**src/rtl/hazard_pkg.sv**
```systemverilog
package hazard_pkg;
  parameter int REG_W = 5;
  localparam int NUM_OPS = 2;

  typedef logic [REG_W-1:0] regNum_t;

  typedef enum logic [1:0] {
    SEL_FILE = 2'b00,
    SEL_WB   = 2'b01,
    SEL_MEM  = 2'b10
  } fwdSel_t;

  typedef struct packed {
    logic [NUM_OPS-1:0] memHit;
    logic [NUM_OPS-1:0] wbHit;
    logic               loadUse;
  } hitStrobes_t;
endpackage

```
**src/rtl/hazard_compare.sv**
```systemverilog
module hazard_compare
  import hazard_pkg::*;
(
  input  regNum_t     idRs,
  input  regNum_t     idRt,
  input  regNum_t     exRs,
  input  regNum_t     exRt,
  input  logic        exMemRead,
  input  regNum_t     memRd,
  input  logic        memRegWrite,
  input  regNum_t     wbRd,
  input  logic        wbRegWrite,
  output hitStrobes_t strobes
);
  localparam regNum_t ZERO_REG = '0;

  regNum_t srcReg [NUM_OPS];
  logic    memLive;
  logic    wbLive;

  assign srcReg[0] = exRs;
  assign srcReg[1] = exRt;

  // A stage can only bypass if it writes and does not target register 0
  assign memLive = memRegWrite && (memRd != ZERO_REG);
  assign wbLive  = wbRegWrite && (wbRd != ZERO_REG);

  for (genvar op = 0; op < NUM_OPS; op++) begin : g_op
    assign strobes.memHit[op] = memLive && (memRd == srcReg[op]);
    assign strobes.wbHit[op]  = wbLive && (wbRd == srcReg[op]);
  end

  assign strobes.loadUse = exMemRead && ((exRt == idRs) || (exRt == idRt));
endmodule

```
**src/rtl/hazard_select.sv**
```systemverilog
module hazard_select
  import hazard_pkg::*;
(
  input  hitStrobes_t strobes,
  output fwdSel_t     fwdSel [NUM_OPS],
  output logic        stall
);
  for (genvar op = 0; op < NUM_OPS; op++) begin : g_pick
    always_comb begin
      if (strobes.memHit[op]) begin
        fwdSel[op] = SEL_MEM;
      end else if (strobes.wbHit[op]) begin
        fwdSel[op] = SEL_WB;
      end else begin
        fwdSel[op] = SEL_FILE;
      end
    end
  end

  assign stall = strobes.loadUse;
endmodule

```
**src/rtl/hazard_unit.sv**
```systemverilog
module hazard_unit
  import hazard_pkg::*;
(
  input  logic [4:0] idRs,
  input  logic [4:0] idRt,
  input  logic [4:0] exRs,
  input  logic [4:0] exRt,
  input  logic       exMemRead,
  input  logic [4:0] memRd,
  input  logic       memRegWrite,
  input  logic [4:0] wbRd,
  input  logic       wbRegWrite,
  output logic [1:0] fwdSelA,
  output logic [1:0] fwdSelB,
  output logic       pcWriteEn,
  output logic       ifidWriteEn,
  output logic       idexCtrlZero
);
  hitStrobes_t strobes;
  fwdSel_t     fwdSel [NUM_OPS];
  logic        stall;

  hazard_compare u_compare (
    .idRs        (idRs),
    .idRt        (idRt),
    .exRs        (exRs),
    .exRt        (exRt),
    .exMemRead   (exMemRead),
    .memRd       (memRd),
    .memRegWrite (memRegWrite),
    .wbRd        (wbRd),
    .wbRegWrite  (wbRegWrite),
    .strobes     (strobes)
  );

  hazard_select u_select (
    .strobes (strobes),
    .fwdSel  (fwdSel),
    .stall   (stall)
  );

  assign fwdSelA      = fwdSel[0];
  assign fwdSelB      = fwdSel[1];
  assign pcWriteEn    = !stall;
  assign ifidWriteEn  = !stall;
  assign idexCtrlZero = stall;
endmodule

```
**config.mk**
```make
export PLATFORM = sky130hd
export DESIGN_NAME = hazard_unit
export DESIGN_NICKNAME = d
export VERILOG_FILES = /design/src/rtl/hazard_pkg.sv /design/src/rtl/hazard_compare.sv /design/src/rtl/hazard_select.sv /design/src/rtl/hazard_unit.sv
export SDC_FILE = /design/constraint.sdc
export NUM_CORES = 1
export LEC_CHECK = 0
export ABC_AREA = 1
export BUFFER_PORTS_ARGS = -buffer_cell sky130_fd_sc_hd__buf_4
export CORE_AREA = 8 8 47 49
export DETAILED_ROUTE_END_ITERATION = 6
export DIE_AREA = 0 0 55 57
export MAX_ROUTING_LAYER = met4
export PLACE_DENSITY = 0.72
export SLEW_MARGIN = 20
export SYNTH_ARGS = -nofsm -noshare
export SYNTH_HDL_FRONTEND = slang
export SYNTH_HIERARCHICAL = 1
export SYNTH_SLANG_ARGS = --single-unit
```
**constraint.sdc**
```tcl
create_clock -name vclk -period 1.7
set_input_delay 0.34 -clock vclk [all_inputs]
set_output_delay 0.34 -clock vclk [all_outputs]
set_load 0.01 [all_outputs]
```
# Word level (Yosys, flattened, before mapping)
# Cells that the tools add are included.
[classes]
eq_ne = 6
muxes = 4
n_reduce_logical = 11
[ops]
columns = ["operator", "count"]
rows = [
  ["$eq A5 B5 Y1", 6],
  ["$reduce_bool A5 Y1", 2],
  ["$logic_and A1 B1 Y1", 7],
  ["$mux W2", 2],
  ["$mux W1", 2],
  ["$logic_not A1 Y1", 1],
  ["$logic_or A1 B1 Y1", 1],
]
[word_totals]
ff_bits = 0
inputBits = 33
out_inout_bits = 7
word_cells = 21

# Depth between registers and ports, before layout
# Gate-level depths: netlist of the first run.
[logic_depth]
ltp_word = 5
mapped_depth = 10
ltp_nobuf = 7

# Hierarchy
# The synthesis of the first run kept the hierarchy.
[by_module_without_submodules]
columns = ["mod", "n_inst", "cells_each", "area_each_um2"]
rows = [
  ["hazard_compare", 1, 87, 470.5],
  ["hazard_select", 1, 7, 42.5],
  ["hazard_unit", 1, 2, 11.3],
]

# Least setup slack after synthesis of the first run
# Ideal clock, no wire load.
[synth_path]
kind = "input to output"
from = "input exRt[0]"
to = "output pcWriteEn"
arrival_ps = 1225
required_time_ps = 1360
setup_slack_ps = 135
stages = 8
n_path_buf = 3
cell_sequence = "buf_4 xor2_1 nor2_1 nand3_1 a21oi_2 buf_4 inv_1 buf_4"
[synth_rtl]
columns = ["element", "line", "text"]
rows = [
  ["start: declaration", "hazard_unit.sv:7", "input logic [4:0] exRt,"],
  ["end: declaration", "hazard_unit.sv:15", "output logic pcWriteEn,"],
]

# Worst setup path after layout of the first run
[layout_path]
from = "input exRt[1]"
to = "output fwdSelB[0]"
[layout_between]
elab_chain_cells = 4
[layout_lines]
columns = ["element", "line", "text"]
rows = [
  ["$eq A5 B5 Y1", "hazard_compare.sv:30", "assign strobes.wbHit[op] = wbLive && (wbRd == srcReg[op]);"],
  ["$logic_and A1 B1 Y1", "hazard_compare.sv:30", ""],
  ["$mux W1", "hazard_select.sv:12", "end else if (strobes.wbHit[op]) begin"],
  ["$mux W2 *", "hazard_select.sv:10", "if (strobes.memHit[op]) begin"],
  ["end: declaration", "hazard_unit.sv:14", "output logic [1:0] fwdSelB,"],
]
# Mark *: on every way between the ends. The rest lies on a longest branch, timed or not.

==> impl_metrics.yaml, run 1 <==
grt:
  grt_max_degree: 6
  grt_pass1_wl_um: 2730
  grt_overflow: 0
  antenna_found_initial: 0
  first_global_vias: 678
  grtUsageTotal: 0.108
power:
  p_leak_uw: 0.000415
  p_total_uw: 189
  power_density_nw_per_um2: 238
  ir_drop_uv: 107
timing:
  tns_ns: 0
  setup_viol: 0
  slew_viol_final: 0
  timing.fmax_ghz: 0.642
  grt_setup_unrepaired: "no"
  period_share: 0.916
  hold_viol: 0
  finalCriticalPeriod_ns: 1.56
  slew_headroom: 0.788
  worst_pin_slew_ns: 0.316
placement:
  dp_hpwl_um: 1550
  gp_congestion: 0.707
  io_buffers: 40
final_layout:
  fin_nets: 164
  clock_buffers: 0
  synthToLayoutAreaGrowth_pct: 51.8
  fill_cells: 171
  regArea_um2: 0
  drive_gt1_frac: 0.364
  seq_cells: 0
  n_antenna_cell: 0
floorplan:
  start_util: 0.333
  ios: 40
  die_area_um2: 3140
  fp-row-count: 15
  coreArea_um2: 1580
  die_y_um: 57
  die_x_um: 55
clock_network:
  postCtsSetupBuffers: 0
  cts_hold_buf: 0
  cts_resized: 0
yosys:
  synth.top_cell.area_share: 0.368
  yosysMostFrequentCell: "nand2_1"
  yosysUniqueCellTypes: 13
  ys_seq_area_frac: 0
  netlist_area_um2: 524
  synthCells: 96
  postSynthAreaPerCell_um2: 5.46
  netlist.top_cell.by_area: "xnor2_1"
  synth_warnings: 6
  synth.net_count: 129
  synthTopCellsByCount: "nand2_1, xnor2_1, inv_1"
  netlist_top_cells_area: "xnor2_1, nand2_1, buf_4"
worst_setup_path:
  cp_max_fo: 5
  setup.worst_path.class: "in -> out"
  worstPathRequired_ns: 1.36
  endpoint_kind: "output port"
  cp-start-kind: "input port"
  arrival_ns: 1.22
detailed_routing:
  drt-initial-drc-count: 3
  ant_nets: 0
  routed_wirelength_um: 1670
  post_drt_wl_per_cell_um: 11.4
  dr.pass1.iters: 4
  vias_per_cell: 4.38
  num_vias: 640
  drc: 0
outcome:
  status: "finished clean"
run:
  cap_violations: 0
min_path:
  holdCritPathClass: "in -> out"
==> area by class of cell <==
type | instances | area (µm²) | share of cell area
multi-input cells | 73 | 414 | 0.520
repair buffers | 40 | 300 | 0.377
inverters | 16 | 60.1 | 0.0755
well taps | 17 | 21.3 | 0.0267
==> stage by stage <==
stage | utilization | instance area (µm²) | hold slack [ns] | setup WS [ns] | std cells
floorplan | - | 524 | 0.881 | 0.135 | 96
CTS | 0.505 | 796 | 1.01 | 0.123 | 146
detailed placement | 0.505 | 796 | 1.01 | 0.132 | 146
global placement | 0.505 | 796 | 1.01 | 0.150 | 146
global route | 0.505 | 796 | 1.04 | 0.0272 | 146
finish | 0.505 | 796 | 1.01 | 0.142 | 146
==> report_power, final <==
part	total (µW)	switching [µW]	internal, µW	leakage (µW)
registers	0	0	0	0
clock network	0	0	0	0
logic	189	81.6	108	0.000415
total	189	81.6	108	0.000415
==> cells in the final DEF (no fill, tap or decap) <==
cell | synthesis | layout
o21ai_0 | 2 | 2
nand3_1 | 6 | 6
xnor2_1 | 22 | 22
xor2_1 | 1 | 1
inv_1 | 12 | 12
nand2_1 | 27 | 27
nor3_1 | 4 | 4
a21oi_2 | 1 | 1
buf_4 | 6 | 40
nor2_2 | 2 | 2
inv_2 | 4 | 4
nor2_1 | 8 | 8
==> cells by family (layout without fill, tap and decap cells) <==
family	count (synthesis)	after routing	share of synthesized area
AND/OR/NAND/NOR	47	47	0.370
XOR/XNOR	23	23	0.384
buffers and inverters	23	56	0.210
AO/OA/AOI/OAI	3	3	0.0358
==> worst max-delay path, cell delays in order <==
cell,delay (ns)
buf_4,0.14
xnor2_1,0.15
nand2_1,0.07
nor3_1,0.30
nor2_2,0.07
buf_4,0.15
==> layer usage <==
layer / GRT usage / share of wire
met3: 0.0338 / 0.11
met4: 0 / 0
met2: 0.199 / 0.51
met1: 0.114 / 0.38
met5: - / 0
==> final timing paths <==
check                  from           end  depth (start not counted)
hold / removal    exMemRead  idexCtrlZero                          4
setup / recovery    exRt[1]    fwdSelB[0]                          6
Note: power is estimated with default switching activity, not from simulation.
==> inputs of run 2 (changes only) <==
--- a/config.mk
+++ b/config.mk
@@ -10,6 +10,7 @@
 export CORE_AREA = 8 8 47 49
 export DETAILED_ROUTE_END_ITERATION = 6
 export DIE_AREA = 0 0 55 57
+export GPL_TIMING_DRIVEN = 0
 export MAX_ROUTING_LAYER = met4
 export PLACE_DENSITY = 0.72
 export SLEW_MARGIN = 20
==> run 2 against run 1 <==
Compared with the run above: routed wire length shrank 1.3%; critical path depth grew 4; power grew 5.6%; first-iteration DRC count grew 100%; via count grew 3.4%; global-route usage grew 0.051 points; worst hold slack gained 0.050 ns; critical path type unchanged; sequential share of layout area is the same.
==> impl_metrics.yaml, run 2 (synthesis gave the netlist of run 1 again) <==
detailed_routing:
  post_drt_wl_per_cell_um: 11.0
  routed_wirelength_um: 1650
  num_vias: 662
  drt-initial-drc-count: 6
  vias_per_cell: 4.41
  dr.pass1.iters: 4
  ant_nets: 0
  drc: 0
timing:
  hold_viol: 0
  finalCriticalPeriod_ns: 1.60
  setup_viol: 0
  tns_ns: 0
  final.setup.worst_slack_ns: 0.104
  slew_headroom: 0.791
  whs_ns: 1.06
  timing.fmax_ghz: 0.627
  grt_setup_unrepaired: "yes"
  worst_pin_slew_ns: 0.312
  slew_viol_final: 0
  period_share: 0.939
final_layout:
  mostFrequentLayoutCells: "buf_4, nand2_1, xnor2_1"
  clock_buffers: 0
  layout_commonest_cell: "buf_4"
  n_antenna_cell: 0
  fin_util: 0.544
  fin_nets: 168
  regArea_um2: 0
  finalInstanceArea_um2: 858
  seq_cells: 0
  drive_gt1_frac: 0.406
  synthToLayoutAreaGrowth_pct: 63.7
floorplan:
  die_x_um: 55
  fp-row-count: 15
  start_util: 0.333
  coreArea_um2: 1580
  die_area_um2: 3140
  ios: 40
  die_y_um: 57
run:
  cap_violations: 0
power:
  p_sw_uw: 83.1
  p_leak_uw: 0.000444
  p_comb_frac: 1.000
  ir_drop_uv: 112
  seq_power_share: 0
  power_density_nw_per_um2: 233
  p_sw_frac: 0.416
  internal_power_uw: 117
  clockPowerShare: 0
placement:
  io_buffers: 37
  dp_hpwl_um: 1500
  gp_congestion: 0.683
  postPlaceCellArea_um2: 823
  post-place-ws_ns: -0.00953
worst_setup_path:
  cp_max_fo: 5
  cp-start-kind: "input port"
  endpoint_kind: "output port"
  arrival_ns: 1.26
  worstPathRequired_ns: 1.36
  setup.worst_path.class: "in -> out"
grt:
  grt_pass1_wl_um: 2820
  antenna_found_initial: 0
  first_global_vias: 720
  grtUsageTotal: 0.109
  grt_overflow: 0
  grt_max_degree: 6
min_path:
  holdCritPathClass: "in -> out"
  hold_depth: 5
  hold_end: "ifidWriteEn"
  worst_hold_startpoint: "exMemRead"
clock_network:
  cts_hold_buf: 0
outcome:
  status: "finished clean"
-- run 2: what timing repair did --
action | 4_1_cts | 5_1_grt
setup buffers | 0 | 1
gates resized for setup | 1 | 10
setup endpoints to repair | 1 | 2
pin swaps | 4 | 6
-- run 2: worst max-delay path by stage --
stage / end / startpoint / slack (ns) / cells past startpoint
finish: pcWriteEn / exRt[4] / 0.10 / 10
global route: fwdSelA[1] / memRd[3] / -0.009 / 6
global placement: pcWriteEn / exRt[4] / 0.01 / 11
floorplan: pcWriteEn / exRt[0] / 0.14 / 8
CTS: pcWriteEn / exRt[0] / 0.03 / 8
detailed placement: pcWriteEn / exRt[4] / -0.01 / 11
-- run 2: metrics by stage --
step | std cells | total power [µW]
2_1_floorplan | 96 | 101
3_3_place_gp | 150 | 188
3_5_place_dp | 150 | 193
4_1_cts | 149 | 192
5_1_grt | 150 | 223
6_report | 150 | 200
-- run 2: critical path, stage by stage --
cell and delay, ns:
buf_6 0.10, inv_2 0.03, nand2_1 0.05, nand2_1 0.06
nor2_2 0.13, nand3_2 0.08, a21oi_2 0.15, inv_1 0.06
buf_4 0.12, buf_4 0.13
-- run 2: layout make-up --
class	count	area [µm²]
buffer	6	56.3
tap	17	21.3
multi-input combinational	73	424
inverter	16	60.1
timing repair buffer	38	297
fill	177	718
-- run 2: layer usage --
metal,track usage,share of wire
met1,0.136,0.43
met2,0.182,0.47
met3,0.0234,0.094
met4,0.00344,0
met5,-,0
-- run 2: power by group through the flow --
stage          clock, µW  sequential (µW)  combinational, µW
2_1_floorplan          0                0                101
3_3_place_gp           0                0                188
3_5_place_dp           0                0                193
4_1_cts                0                0                192
5_1_grt                0                0                223
6_report               0                0                200
==> inputs of run 3 (changes only) <==
--- a/config.mk
+++ b/config.mk
@@ -11,7 +11,6 @@
 export DETAILED_ROUTE_END_ITERATION = 6
 export DIE_AREA = 0 0 55 57
 export GPL_TIMING_DRIVEN = 0
-export MAX_ROUTING_LAYER = met4
 export PLACE_DENSITY = 0.72
 export SLEW_MARGIN = 20
 export SYNTH_ARGS = -nofsm -noshare
==> run 3 against run 2 <==
Compared with the run above: via count rose by 0.15%; worst hold slack did not move; global-route usage fell by 0.26 points; cell area did not move; critical path depth fell by 4; routed wire length rose by 0.12%; utilization did not move; worst setup slack got worse by 0.0013 ns; die area did not move; cell count did not move; power barely moved; combinational power barely moved; largest power group unchanged.
==> impl_metrics.yaml, run 3 (synthesis gave the netlist of run 1 again) <==
worst_setup_path:
  crit_top_cell: "buf_4"
  critical_path.slowest_cell: "nor3_1"
  crit_family: "buffers and inverters"
  endpoint_kind: "output port"
  cp.depth: 6
  cpPeakStageDelay_ns: 0.30
  setup.worst_path.class: "in -> out"
  arrival_ns: 1.26
  path_cells: "buf_4 -> xnor2_1 -> nand2_1 -> nor3_1 -> buf_4 -> buf_4"
  worstPathRequired_ns: 1.36
  crit_buf_inv: 3
  cp-start-kind: "input port"
  cp_max_fo: 3
final_layout:
  fin_nets: 168
  seq_cells: 0
  fill_cells: 177
  layout_commonest_cell: "buf_4"
  drive_gt1_frac: 0.406
  mostFrequentLayoutCells: "buf_4, nand2_1, xnor2_1"
  synthToLayoutAreaGrowth_pct: 63.7
  clock_buffers: 0
  n_antenna_cell: 0
  regArea_um2: 0
floorplan:
  coreArea_um2: 1580
  ios: 40
  die_x_um: 55
  die_y_um: 57
  fp-row-count: 15
  start_util: 0.333
  die_area_um2: 3140
timing:
  slew_headroom: 0.791
  slew_viol_final: 0
  hold_viol: 0
  worst_pin_slew_ns: 0.312
  period_share: 0.939
  timing.fmax_ghz: 0.626
  whs_ns: 1.06
  final.setup.worst_slack_ns: 0.103
  grt_setup_unrepaired: "yes"
  finalCriticalPeriod_ns: 1.60
  setup_viol: 0
detailed_routing:
  drc: 0
  routed_wirelength_um: 1650
  drt-initial-drc-count: 6
  ant_nets: 0
  vias_per_cell: 4.42
  post_drt_wl_per_cell_um: 11.0
  dr.pass1.iters: 4
  num_vias: 663
power:
  p_sw_uw: 83.1
  power_density_nw_per_um2: 233
  internal_power_uw: 117
  clockPowerShare: 0
  p_sw_frac: 0.416
  ir_drop_uv: 112
  p_total_uw: 200
  seq_power_share: 0
  p_comb_frac: 1.000
  p_leak_uw: 0.000444
placement:
  dp_hpwl_um: 1500
  gp_congestion: 0.676
  io_buffers: 37
  post-place-ws_ns: -0.00953
min_path:
  holdCritPathClass: "in -> out"
  hold_depth: 5
clock_network:
  cts_hold_buf: 0
grt:
  first_global_vias: 720
  grtUsageTotal: 0.106
  grt_max_degree: 6
  grt_pass1_wl_um: 2820
  antenna_found_initial: 0
  grt_overflow: 0
outcome:
  status: "finished clean"
run:
  cap_violations: 0
run 3: final timing paths:
check,slack (ns),from,endpoint
worst max-delay path,0.10,memRd[1],fwdSelA[1]
worst min-delay path,1.06,exMemRead,ifidWriteEn
run 3: routing by layer:
| layer | wire (µm) | GRT usage | up-vias |
|---|---|---|---|
| met5 | 0 | 0 | - |
| met4 | 0 | 0.00344 | 0 |
| met3 | 219 | 0.0442 | 0 |
| met2 | 781 | 0.182 | 32 |
| met1 | 649 | 0.124 | 277 |
| li1 | - | - | 354 |
run 3: tightest hold or removal path: stages:
cell and delay, ns:
buf_4 0.10, inv_1 0.06, a21oi_2 0.04, inv_1 0.06, buf_4 0.12
run 3: timing repair:
action	CTS	global route
pin swaps	4	6
gates resized for setup	1	10
endpoints found under the hold margin	0	0
setup endpoints to repair	1	2
setup buffers	0	1
run 3: layout make-up:
cell class	count	area, µm²	share of cell area
repair buffers	38	297	0.345
plain buffers	6	56.3	0.0656
well taps	17	21.3	0.0248
inverters	16	60.1	0.0700
multi-input cells	73	424	0.494
run 3: stage by stage:
stage	TNS (ns)	instance area, µm²	utilization	instances
after floorplan	0	524	-	96
final	0	858	0.544	150
after CTS	0	818	0.519	149
after global routing	-0.0140	858	0.544	150
after detailed placement	-0.00953	823	0.522	150
after global placement	0	823	0.522	150
run 3: power groups by stage:
stage          clock, µW  combinational, µW  sequential (µW)
2_1_floorplan          0                101                0
3_3_place_gp           0                188                0
3_5_place_dp           0                193                0
4_1_cts                0                192                0
5_1_grt                0                223                0
6_report               0                200                0
